===== src/rtl/pse_seq_pkg.sv =====
package pse_seq_pkg;

  typedef enum logic [1:0] {
    MODE_OFF  = 2'b00,
    MODE_MAN  = 2'b01,
    MODE_SEMI = 2'b10,
    MODE_AUTO = 2'b11
  } pse_mode_e;

  typedef enum logic [2:0] {
    ST_IDLE    = 3'd0,
    ST_DET     = 3'd1,
    ST_BACKOFF = 3'd2,
    ST_CLS     = 3'd3,
    ST_PWR     = 3'd4
  } pse_state_e;

  // A requested mode is applied at once for shutdown, otherwise only
  // when no measurement phase is in flight.
  function automatic logic mode_switch_ok(pse_state_e st, pse_mode_e cur, pse_mode_e req);
    return (req != cur) &&
           ((req == MODE_OFF) || (st == ST_IDLE) || (st == ST_BACKOFF) || (st == ST_PWR));
  endfunction

  // Enable bits {cls, det} loaded on entry to a mode.
  function automatic logic [1:0] entry_enables(pse_mode_e m);
    return (m == MODE_AUTO) ? 2'b11 : 2'b00;
  endfunction

endpackage


===== src/rtl/pse_backoff_timer.sv =====
module pse_backoff_timer #(
  parameter int unsigned TICKS = 22
) (
  input  logic clk,
  input  logic rst_n,
  input  logic load_i,
  input  logic clear_i,
  input  logic tick_i,
  output logic expired_o
);
  localparam int unsigned CNT_W = $clog2(TICKS + 1);

  logic [CNT_W-1:0] cnt_q;
  logic             run_q;

  assign expired_o = run_q && (cnt_q == CNT_W'(TICKS));

  always_ff @(posedge clk or negedge rst_n) begin
    if (!rst_n) begin
      cnt_q <= '0;
      run_q <= 1'b0;
    end else if (clear_i) begin
      cnt_q <= '0;
      run_q <= 1'b0;
    end else if (load_i) begin
      cnt_q <= '0;
      run_q <= 1'b1;
    end else if (run_q && tick_i && !expired_o) begin
      cnt_q <= cnt_q + 1'b1;
    end
  end

  a_r11_no_early_expire: assert property (@(posedge clk) disable iff (!rst_n)
    load_i |=> !expired_o);

endmodule


===== src/rtl/pse_enable_bits.sv =====
module pse_enable_bits
  import pse_seq_pkg::*;
(
  input  logic      clk,
  input  logic      rst_n,
  input  logic      enter_i,
  input  pse_mode_e enter_mode_i,
  input  logic      wr_i,
  input  logic      wr_ok_i,
  input  logic [1:0] wdata_i,
  input  logic      det_clr_i,
  input  logic      cls_clr_i,
  input  logic      all_clr_i,
  output logic      det_en_o,
  output logic      cls_en_o
);
  logic [1:0] en_q;   // {cls, det}
  logic [1:0] en_d;

  always_comb begin
    en_d = en_q;
    if (enter_i) begin
      en_d = entry_enables(enter_mode_i);
    end else if (all_clr_i) begin
      en_d = 2'b00;
    end else begin
      if (wr_i && wr_ok_i) en_d = wdata_i;
      // self-clear beats a coincident write
      if (det_clr_i) en_d[0] = 1'b0;
      if (cls_clr_i) en_d[1] = 1'b0;
    end
  end

  always_ff @(posedge clk or negedge rst_n) begin
    if (!rst_n) en_q <= 2'b00;
    else        en_q <= en_d;
  end

  assign det_en_o = en_q[0];
  assign cls_en_o = en_q[1];

  a_r5_clear_wins: assert property (@(posedge clk) disable iff (!rst_n)
    (det_clr_i && !enter_i) |=> !det_en_o);

endmodule


===== src/rtl/pse_phase_fsm.sv =====
module pse_phase_fsm
  import pse_seq_pkg::*;
#(
  parameter int unsigned DET_W     = 3,
  parameter int unsigned CLS_W     = 3,
  parameter int unsigned DET_VALID = 4
) (
  input  logic             clk,
  input  logic             rst_n,
  input  pse_mode_e        mode_i,
  input  logic             midspan_i,
  input  logic             det_bypass_i,
  input  logic             pwr_on_cmd_i,
  input  logic             pwr_off_cmd_i,
  input  logic             fault_off_i,
  input  logic             det_done_i,
  input  logic [DET_W-1:0] det_result_i,
  input  logic             cls_done_i,
  input  logic [CLS_W-1:0] cls_code_i,
  input  logic             det_en_i,
  input  logic             cls_en_i,
  input  logic             bo_expired_i,
  output pse_mode_e        mode_q_o,
  output logic             apply_o,
  output logic             wr_ok_o,
  output logic             det_clr_o,
  output logic             cls_clr_o,
  output logic             all_clr_o,
  output logic             bo_load_o,
  output logic             bo_clear_o,
  output logic             det_start_o,
  output logic             cls_start_o,
  output logic             det_end_o,
  output logic             cls_end_o,
  output logic [DET_W-1:0] det_status_o,
  output logic [CLS_W-1:0] cls_status_o,
  output logic             pwr_en_o
);
  pse_state_e       state_q, state_d;
  pse_mode_e        mode_q;
  logic             active, pwr_take, det_acc, cls_acc, det_valid, soft_off;
  logic             det_start_q, cls_start_q, det_end_q, cls_end_q;
  logic [DET_W-1:0] det_stat_q;
  logic [CLS_W-1:0] cls_stat_q;

  // named events
  assign apply_o   = mode_switch_ok(state_q, mode_q, mode_i);
  assign active    = (mode_q != MODE_OFF);
  assign pwr_take  = active && !apply_o && pwr_on_cmd_i && (state_q != ST_PWR);
  assign det_acc   = active && !apply_o && !pwr_take && (state_q == ST_DET) && det_done_i;
  assign cls_acc   = active && !apply_o && !pwr_take && (state_q == ST_CLS) && cls_done_i;
  assign det_valid = (det_result_i == DET_W'(DET_VALID));
  assign soft_off  = active && !apply_o && pwr_off_cmd_i && (mode_q == MODE_SEMI);
  assign wr_ok_o   = active && !apply_o && !pwr_take && (state_q != ST_PWR);

  always_comb begin
    state_d   = state_q;
    det_clr_o = 1'b0;
    cls_clr_o = 1'b0;
    all_clr_o = soft_off;
    if (apply_o) begin
      if (mode_i == MODE_OFF || state_q == ST_BACKOFF) state_d = ST_IDLE;
    end else if (!active) begin
      state_d = ST_IDLE;
    end else if (pwr_take) begin
      state_d = ST_PWR;
      if (mode_q == MODE_MAN) all_clr_o = 1'b1;
    end else begin
      unique case (state_q)
        ST_IDLE: begin
          if (det_en_i)                 state_d = ST_DET;
          else if (mode_q == MODE_AUTO) begin
            if (det_bypass_i)           state_d = cls_en_i ? ST_CLS : ST_PWR;
          end else if (cls_en_i)        state_d = ST_CLS;
        end
        ST_DET: if (det_done_i) begin
          if (mode_q == MODE_MAN) begin
            det_clr_o = 1'b1;
            state_d   = cls_en_i ? ST_CLS : ST_IDLE;
          end else if (det_valid) begin
            state_d = cls_en_i ? ST_CLS : ((mode_q == MODE_AUTO) ? ST_PWR : ST_IDLE);
          end else if (midspan_i) begin
            state_d = ST_BACKOFF;
          end else begin
            state_d = (det_en_i && mode_q == MODE_AUTO) ? ST_DET : ST_IDLE;
          end
        end
        ST_BACKOFF: if (bo_expired_i) state_d = ST_IDLE;
        ST_CLS: if (cls_done_i) begin
          if (mode_q == MODE_MAN) cls_clr_o = 1'b1;
          state_d = (mode_q == MODE_AUTO) ? ST_PWR : ST_IDLE;
        end
        ST_PWR: if (pwr_off_cmd_i || fault_off_i) state_d = ST_IDLE;
        default: state_d = ST_IDLE;
      endcase
    end
  end

  assign bo_load_o  = (state_d == ST_BACKOFF) && (state_q != ST_BACKOFF);
  assign bo_clear_o = (state_q == ST_BACKOFF) && (state_d != ST_BACKOFF);

  always_ff @(posedge clk or negedge rst_n) begin
    if (!rst_n) begin
      state_q     <= ST_IDLE;
      mode_q      <= MODE_OFF;
      det_start_q <= 1'b0;
      cls_start_q <= 1'b0;
      det_end_q   <= 1'b0;
      cls_end_q   <= 1'b0;
      det_stat_q  <= '0;
      cls_stat_q  <= '0;
    end else begin
      state_q     <= state_d;
      if (apply_o) mode_q <= mode_i;
      det_start_q <= (state_d == ST_DET) && ((state_q != ST_DET) || det_acc);
      cls_start_q <= (state_d == ST_CLS) && (state_q != ST_CLS);
      det_end_q   <= det_acc;
      cls_end_q   <= cls_acc;
      if (apply_o && mode_i == MODE_OFF) begin
        det_stat_q <= '0;
        cls_stat_q <= '0;
      end else begin
        if (det_acc) det_stat_q <= det_result_i;
        if (cls_acc) cls_stat_q <= cls_code_i;
      end
    end
  end

  assign mode_q_o     = mode_q;
  assign det_start_o  = det_start_q;
  assign cls_start_o  = cls_start_q;
  assign det_end_o    = det_end_q;
  assign cls_end_o    = cls_end_q;
  assign det_status_o = det_stat_q;
  assign cls_status_o = cls_stat_q;
  assign pwr_en_o     = (state_q == ST_PWR);

  a_r9_shutdown_immediate: assert property (@(posedge clk) disable iff (!rst_n)
    (mode_i == MODE_OFF) |=> (!pwr_en_o && det_status_o == '0 && cls_status_o == '0));

  a_r4_semi_needs_cmd: assert property (@(posedge clk) disable iff (!rst_n)
    (mode_q == MODE_SEMI && !pwr_on_cmd_i && state_q != ST_PWR) |=> !pwr_en_o);

  a_r3_no_bypass_no_power: assert property (@(posedge clk) disable iff (!rst_n)
    (mode_q == MODE_AUTO && state_q == ST_IDLE && !det_en_i && !det_bypass_i && !pwr_on_cmd_i)
      |=> !pwr_en_o);

  a_r5_pushbutton_cleared: assert property (@(posedge clk) disable iff (!rst_n)
    (det_end_o && mode_q == MODE_MAN) |-> !det_en_i);

  a_r11_backoff_holds: assert property (@(posedge clk) disable iff (!rst_n)
    (state_q == ST_BACKOFF && !bo_expired_i) |=> (state_q != ST_DET));

  a_r12_one_end_at_a_time: assert property (@(posedge clk) disable iff (!rst_n)
    det_end_o |-> !cls_end_o);

endmodule


===== src/rtl/pse_port_seq.sv =====
module pse_port_seq
  import pse_seq_pkg::*;
#(
  parameter int unsigned DET_W         = 3,
  parameter int unsigned CLS_W         = 3,
  parameter int unsigned DET_VALID     = 4,
  parameter int unsigned BACKOFF_TICKS = 22
) (
  input  logic             clk,
  input  logic             rst_n,
  input  logic [1:0]       mode_i,
  input  logic             midspan_i,
  input  logic             det_bypass_i,
  input  logic             en_wr_i,
  input  logic [1:0]       en_wdata_i,
  input  logic             pwr_on_cmd_i,
  input  logic             pwr_off_cmd_i,
  input  logic             fault_off_i,
  input  logic             tick_i,
  output logic             det_start_o,
  input  logic             det_done_i,
  input  logic [DET_W-1:0] det_result_i,
  output logic             cls_start_o,
  input  logic             cls_done_i,
  input  logic [CLS_W-1:0] cls_code_i,
  output logic             pwr_en_o,
  output logic             det_end_o,
  output logic             cls_end_o,
  output logic [DET_W-1:0] det_status_o,
  output logic [CLS_W-1:0] cls_status_o,
  output logic             det_en_o,
  output logic             cls_en_o,
  output logic [1:0]       mode_o
);
  pse_mode_e mode_req, mode_cur;
  logic apply, wr_ok, det_clr, cls_clr, all_clr, bo_load, bo_clear, bo_expired;

  assign mode_req = pse_mode_e'(mode_i);
  assign mode_o   = mode_cur;

  pse_phase_fsm #(.DET_W(DET_W), .CLS_W(CLS_W), .DET_VALID(DET_VALID)) u_fsm (
    .clk, .rst_n,
    .mode_i(mode_req), .midspan_i, .det_bypass_i,
    .pwr_on_cmd_i, .pwr_off_cmd_i, .fault_off_i,
    .det_done_i, .det_result_i, .cls_done_i, .cls_code_i,
    .det_en_i(det_en_o), .cls_en_i(cls_en_o), .bo_expired_i(bo_expired),
    .mode_q_o(mode_cur), .apply_o(apply), .wr_ok_o(wr_ok),
    .det_clr_o(det_clr), .cls_clr_o(cls_clr), .all_clr_o(all_clr),
    .bo_load_o(bo_load), .bo_clear_o(bo_clear),
    .det_start_o, .cls_start_o, .det_end_o, .cls_end_o,
    .det_status_o, .cls_status_o, .pwr_en_o
  );

  pse_enable_bits u_en (
    .clk, .rst_n,
    .enter_i(apply), .enter_mode_i(mode_req),
    .wr_i(en_wr_i), .wr_ok_i(wr_ok), .wdata_i(en_wdata_i),
    .det_clr_i(det_clr), .cls_clr_i(cls_clr), .all_clr_i(all_clr),
    .det_en_o, .cls_en_o
  );

  pse_backoff_timer #(.TICKS(BACKOFF_TICKS)) u_bo (
    .clk, .rst_n,
    .load_i(bo_load), .clear_i(bo_clear), .tick_i,
    .expired_o(bo_expired)
  );

  a_r7_powered_ignores_en: assert property (@(posedge clk) disable iff (!rst_n)
    (pwr_en_o && en_wr_i && mode_i == mode_o && !pwr_off_cmd_i)
      |=> $stable({det_en_o, cls_en_o}));

endmodule


===== config.mk =====
export PLATFORM = sky130hd
export DESIGN_NAME = pse_port_seq
export DESIGN_NICKNAME = d
export VERILOG_FILES = /design/src/rtl/pse_seq_pkg.sv /design/src/rtl/pse_backoff_timer.sv /design/src/rtl/pse_enable_bits.sv /design/src/rtl/pse_phase_fsm.sv /design/src/rtl/pse_port_seq.sv
export SDC_FILE = /design/constraint.sdc
export NUM_CORES = 1
export LEC_CHECK = 0
export CAP_MARGIN = 20
export CORE_ASPECT_RATIO = 1.5
export CORE_MARGIN = 5
export CORE_UTILIZATION = 53
export CTS_CLUSTER_SIZE = 12
export DETAILED_ROUTE_END_ITERATION = 10
export PLACE_DENSITY = 0.81
export SYNTH_ARGS = -nofsm -noshare
export SYNTH_HDL_FRONTEND = slang
export SYNTH_SLANG_ARGS = --single-unit

===== constraint.sdc =====
create_clock -name clk -period 7.25 [get_ports clk]
set_clock_uncertainty 0.05 [all_clocks]
set_input_delay 1.45 -clock clk [delete_from_list [all_inputs] [get_ports clk]]
set_output_delay 1.45 -clock clk [all_outputs]
set_load 0.005 [all_outputs]

After elaboration in Yosys (flattened, before gate mapping)
Cells that the tools add are included.
- memory bits (read-only): 0
- output and inout bits: 15
- memories kept: 0
- memory bits (writable): 0
- bits of input ports: 21
- logic and storage cells: 123
- latch bits: 0
- register bits: 23
- order comparisons: 0
- $mul: 0
- reductions and logical operators: 40
- shifts and indexed selects: 0
- bitwise gates (word level): 0
- equal/unequal tests: 19
- div/mod/pow operators: 0
- multiplexer cells: 51
- $add $sub $neg: 1
- operator list (kind ; count):
    3-bit two-way mux ; 22
    1-bit logical AND ; 22
    1-bit two-way mux ; 20
    5-bit two-way mux ; 3
    3-bit one-hot mux with 5 select lines ; 1
    3-bit by 2-bit == test with 1-bit output, second input constant ; 4
    2-bit two-way mux ; 5
    3-bit by 2-bit inequality test with 1-bit output, second input constant ; 3
    2-bit nonzero test ; 4
    4-bit nonzero test ; 2
    2-bit == test, second input constant ; 3
    3-bit by 1-bit == test with 1-bit output, second input constant ; 2
    3-bit == test, second input constant ; 2
    1-bit logical OR ; 6
    5-bit by 1-bit adder with 5-bit output, second input constant ; 1
    5-bit == test, second input constant ; 1
    1-bit zero test ; 3
    3-bit zero test ; 1
    3-bit by 1-bit inequality test with 1-bit output, second input constant ; 1
    3-bit inequality test, second input constant ; 1
    3-bit nonzero test ; 1
    2-bit by 1-bit == test with 1-bit output, second input constant ; 1
    2-bit zero test ; 1
    2-bit inequality test ; 1

Longest topological paths before layout
- word-level depth: 17
- mapped depth: 9
- depth with buffers taken out: 8

Modules after synthesis
From an unflattened synthesis, not the netlist that was laid out.
- cell total of the unflattened synthesis: 162
- area, all modules: 1432.6 µm²
- by module, submodules not included (module ; seq. area each (µm²) ; cells an instance ; instances ; area each (µm²)):
    pse_phase_fsm ; 375.4 ; 111 ; 1 ; 979.7
    pse_backoff_timer ; 150.1 ; 36 ; 1 ; 332.8
    pse_enable_bits ; 50.0 ; 15 ; 1 ; 120.1

Worst setup path before layout
No wires, ideal clock.
- path kind: in2reg
- from: in det_result_i[1]
- to: reg u_bo.cnt_q[1]
- setup slack: 3.814 ns
- required time: 7.075 ns
- library setup time: 0.125 ns
- data arrival time: 3.261 ns
- cell stages on the path: 7
- path through: or3b_4 -> a21bo_1 -> a21o_2 -> a311oi_1 -> o211ai_1 -> ha_1 -> a2111oi_0
- word-level cells in the longest chain between the ends: 12
- ends and longest elaborated chain (element ; line ; RTL):
    start, declared ; pse_port_seq.sv:22 ; input logic [DET_W-1:0] det_result_i,
    3-bit == test * ; pse_phase_fsm.sv:52 ; assign det_valid = (det_result_i == DET_W'(DET_VALID));
    3-bit two-way mux * ; pse_phase_fsm.sv:80 ; end else if (det_valid) begin
    3-bit two-way mux * ; pse_phase_fsm.sv:77 ; if (mode_q == MODE_MAN) begin
    3-bit two-way mux * ; pse_phase_fsm.sv:76 ; ST_DET: if (det_done_i) begin
    3-bit one-hot mux with 5 select lines * ; pse_phase_fsm.sv:69 ; unique case (state_q)
    3-bit two-way mux * ; pse_phase_fsm.sv:65 ; end else if (pwr_take) begin
    3-bit two-way mux * ; pse_phase_fsm.sv:63 ; end else if (!active) begin
    3-bit two-way mux * ; pse_phase_fsm.sv:61 ; if (apply_o) begin
    net u_fsm.state_d[1] ; pse_phase_fsm.sv:39 ; pse_state_e state_q, state_d;
    3-bit by 2-bit == test with 1-bit output ; pse_phase_fsm.sv:99 ; assign bo_load_o = (state_d == ST_BACKOFF) && (state_q != ST_BACKOFF);
    1-bit logical AND ; pse_phase_fsm.sv:99 ;
    5-bit two-way mux ; pse_backoff_timer.sv:25 ; end else if (load_i) begin
    5-bit two-way mux ; pse_backoff_timer.sv:22 ; end else if (clear_i) begin
    end signal, assigned ; pse_backoff_timer.sv:29 ; cnt_q <= cnt_q + 1'b1;
    end, declared ; pse_backoff_timer.sv:13 ; logic [CNT_W-1:0] cnt_q;
The timed path passes the listed nets; every way through them passes the cells marked *.
A chain may end at the register's enable or synchronous reset.

Worst setup path after layout
- from: in mode_i[1]
- to: reg u_bo.cnt_q[1]
- word-level cells in the longest chain between the ends: 16
- ends and longest elaborated chain (element ; line ; RTL):
    start, declared ; pse_port_seq.sv:11 ; input logic [1:0] mode_i,
    2-bit zero test ; pse_seq_pkg.sv:22, pse_phase_fsm.sv:62 ;
    1-bit logical OR (3 in a row) ; pse_seq_pkg.sv:22 ; ((req == MODE_OFF) || (st == ST_IDLE) || (st == ST_BACKOFF) || (st == ST_PWR));
    1-bit logical AND ; pse_seq_pkg.sv:21 ; return (req != cur) &&
    1-bit zero test ; pse_phase_fsm.sv:49 ; assign pwr_take = active && !apply_o && pwr_on_cmd_i && (state_q != ST_PWR);
    1-bit logical AND (3 in a row) ; pse_phase_fsm.sv:49 ;
    3-bit two-way mux ; pse_phase_fsm.sv:65 ;
    3-bit two-way mux ; pse_phase_fsm.sv:63 ;
    3-bit two-way mux * ; pse_phase_fsm.sv:61 ;
    net u_fsm.state_d[1] ; pse_phase_fsm.sv:39 ;
    3-bit by 2-bit == test with 1-bit output ; pse_phase_fsm.sv:99 ;
    1-bit logical AND ; pse_phase_fsm.sv:99 ;
    5-bit two-way mux ; pse_backoff_timer.sv:25 ;
    5-bit two-way mux ; pse_backoff_timer.sv:22 ;
Marked as above.

==> flow_summary.json <==
{
  "holdWs_ns": 0.485,
  "synth_enable_flop_cells": 0,
  "cts.sinks": 23,
  "synth_area_mm2": 0.00147,
  "cts.repair.resized": 0,
  "setup_tns_ns": 0,
  "seq_area_um2": 576,
  "yosysSeqAreaShare": 0.392,
  "slew_headroom": 0.527,
  "final_common_cell": "clkdlybuf4s50_1",
  "endpoint_kind": "flop",
  "power_density_mw_per_mm2": 201,
  "clk_pin_slew_ns": 0.08,
  "drtIter0Drc": 72,
  "setup_viol": 0,
  "worstSetupStartpointType": "input pin",
  "worstPathRequired_ns": 7.33,
  "place_congestion": 0.916,
  "fmax_mhz": 244,
  "cts_tree": "yes",
  "cts_made_buffers": 3,
  "core_area_mm2": 0.00268,
  "drv_cap": 0,
  "fillers": 220,
  "cts_max_path_buffers": 2,
  "die_h_um": 74.4,
  "final_hold_viol_count": 0,
  "synthArstFlopShare": 1.00,
  "synth_fp_nets": 179,
  "wl_per_cell_um": 17.3,
  "dp_hpwl_um": 2950,
  "grt_use_total": 0.205,
  "multi_input_area_um2": 805,
  "synth.distinct_cells": 48,
  "antenna_left": 0,
  "layout-drive-gt1-share": 0.0699,
  "syn_avg_cell_area_um2": 9.52,
  "slew_viol_final": 0,
  "grt_pass1_vias": 1309,
  "h-tree-depth": 1,
  "ys.flop_type": "dfrtp_1",
  "root_buffer": "clkbuf_8",
  "holdCritPathClass": "reg -> reg",
  "gr-total-overflow": 0,
  "drc": 0,
  "route.final.wire_length_um": 3850,
  "min_period_ns": 4.10,
  "synthCells": 154,
  "num_rows": 23,
  "worstMarginPinSlew_ns": 0.705,
  "final_cell_mix": "35 x clkdlybuf4s50_1, 23 x dfrtp_1, 16 x nor2_1",
  "clk_latency_ns": 0.27,
  "ir_worst_vdd_mv": 0.156,
  "layout.nets": 212,
  "areaGrowthSynthToFinish_pct": 27.6,
  "grt_max_degree": 24,
  "yosys_warnings": 0,
  "crit_type": "in -> reg",
  "ys_seq_elements": 23,
  "routed_via_density": 6.02,
  "holdBufCountCts": 0,
  "antenna_found_initial": 0,
  "antenna_cells": 0,
  "outcome": "completed",
  "dieArea_mm2": 0.00394,
  "cts_setup_buffers": 0,
  "ioPinCount": 36,
  "leakage_nw": 0.854,
  "path_max_fanout": 10,
  "die_x_um": 53.0,
  "start_util": 0.548,
  "io_buffers": 35,
  "arrival_ns": 4.18,
  "vias": 1342,
  "rsz0062_at_grt": "no",
  "period_share": 0.565,
  "grt_pass1_wl_um": 6010,
  "dr.pass1.iters": 4
}
[metal layers]
layer / up-vias / routed length [um] / global-route usage
li1: 626 / - / -
met1: 643 / 1410 / 0.218
met2: 62 / 2180 / 0.407
met3: 11 / 192 / 0.0281
met4: 0 / 67 / 0.0540
met5: - / 0 / 0
[cell type report]
class	count	area share
timing repair buffer	36	0.195
multi-input combinational	115	0.430
clock buffer	3	0.0221
sequential	23	0.308
clock inverter	1	0.00401
tap	37	0.0247
inverter	8	0.0161
[critical path, cell delays in order]
cell and delay (ns):
clkdlybuf4s50_1 0.66, nand2_1 0.11, nor3_1 0.39, nor2_1 0.21, a311oi_1 0.53, o211ai_1 0.18
ha_1 0.29, a2111oi_0 0.35
[per-stage QoR]
step	util	setup WS [ns]	total power [mW]	cell area, um^2	cells
2_1_floorplan	-	3.81	0.249	1470	154
3_3_place_gp	0.675	3.21	0.285	1810	218
3_5_place_dp	0.675	2.95	0.292	1810	218
6_report	0.699	3.15	0.376	1870	223
5_1_grt	0.699	2.88	0.398	1870	223
4_1_cts	0.693	3.23	0.375	1860	222
[registers in the layout (all words and copies together), names as in the netlist]
register	flops
u_bo.cnt_q	5
u_fsm.cls_status_o	3
u_fsm.det_status_o	3
u_fsm.state_q	3
u_en.en_q	2
u_fsm.mode_q_o	2
u_bo.run_q	1
u_fsm.cls_end_o	1
u_fsm.cls_start_o	1
u_fsm.det_end_o	1
u_fsm.det_start_o	1
[power breakdown]
part	internal, mW	switching [mW]
registers	0.148	0.0295
clock network	0.0390	0.0444
logic	0.0588	0.0564
[final timing paths]
path | start | endpoint | slack, ns | depth (start not counted)
max in group asynchronous | rst_n | u_bo.cnt_q[1] | 5.42 | 2
max | mode_i[1] | u_bo.cnt_q[1] | 3.15 | 8
min | u_fsm.cls_status_o[1] | u_fsm.cls_status_o[1] | 0.49 | 2
min reg2reg | u_fsm.cls_status_o[1] | u_fsm.cls_status_o[1] | 0.49 | 2
max reg2reg | u_fsm.state_q[2] | u_bo.cnt_q[1] | 4.24 | 7
min in group asynchronous | rst_n | u_fsm.det_end_o | 1.33 | 1
[kinds of logic (layout without fill, tap and decap cells)]
| family | count (synthesis) | after routing | share of synthesized area |
|---|---|---|---|
| AND/OR/NAND/NOR | 62 | 62 | 0.236 |
| AO/OA/AOI/OAI | 37 | 37 | 0.201 |
| flip-flops | 23 | 23 | 0.392 |
| buffers and inverters | 16 | 48 | 0.0589 |
| multiplexers | 7 | 7 | 0.0478 |
| XOR/XNOR | 5 | 5 | 0.0299 |
| adder cells (fa/ha/maj) | 4 | 4 | 0.0341 |
[synthesized netlist by cell type (2+ instances only)]
| library cell | count | area [um^2] |
|---|---|---|
| inv_1 | 8 | 30.0 |
| or2_2 | 2 | 12.5 |
| mux2i_1 | 7 | 70.1 |
| nor3_1 | 6 | 30.0 |
| dfrtp_1 | 23 | 576 |
| a22oi_1 | 3 | 22.5 |
| o211ai_1 | 4 | 30.0 |
| nand3_1 | 2 | 10.0 |
| xor2_1 | 4 | 35.0 |
| nor2b_1 | 2 | 12.5 |
| nor4b_1 | 4 | 35.0 |
| nand2_1 | 11 | 41.3 |
| o21ai_0 | 5 | 25.0 |
| nand2b_1 | 3 | 18.8 |
| ha_1 | 4 | 50.1 |
| o22ai_1 | 2 | 12.5 |
| clkbuf_1 | 2 | 7.51 |
| and3_1 | 3 | 18.8 |
| a21o_2 | 2 | 17.5 |
| nand4b_1 | 3 | 26.3 |
| buf_2 | 2 | 10.0 |
| nand4_1 | 3 | 18.8 |
| a21oi_1 | 6 | 30.0 |
| nor2_1 | 16 | 60.1 |
| buf_6 | 3 | 33.8 |
| o311a_1 | 2 | 20.0 |
No activity file was read; power rests on OpenSTA's default activity.
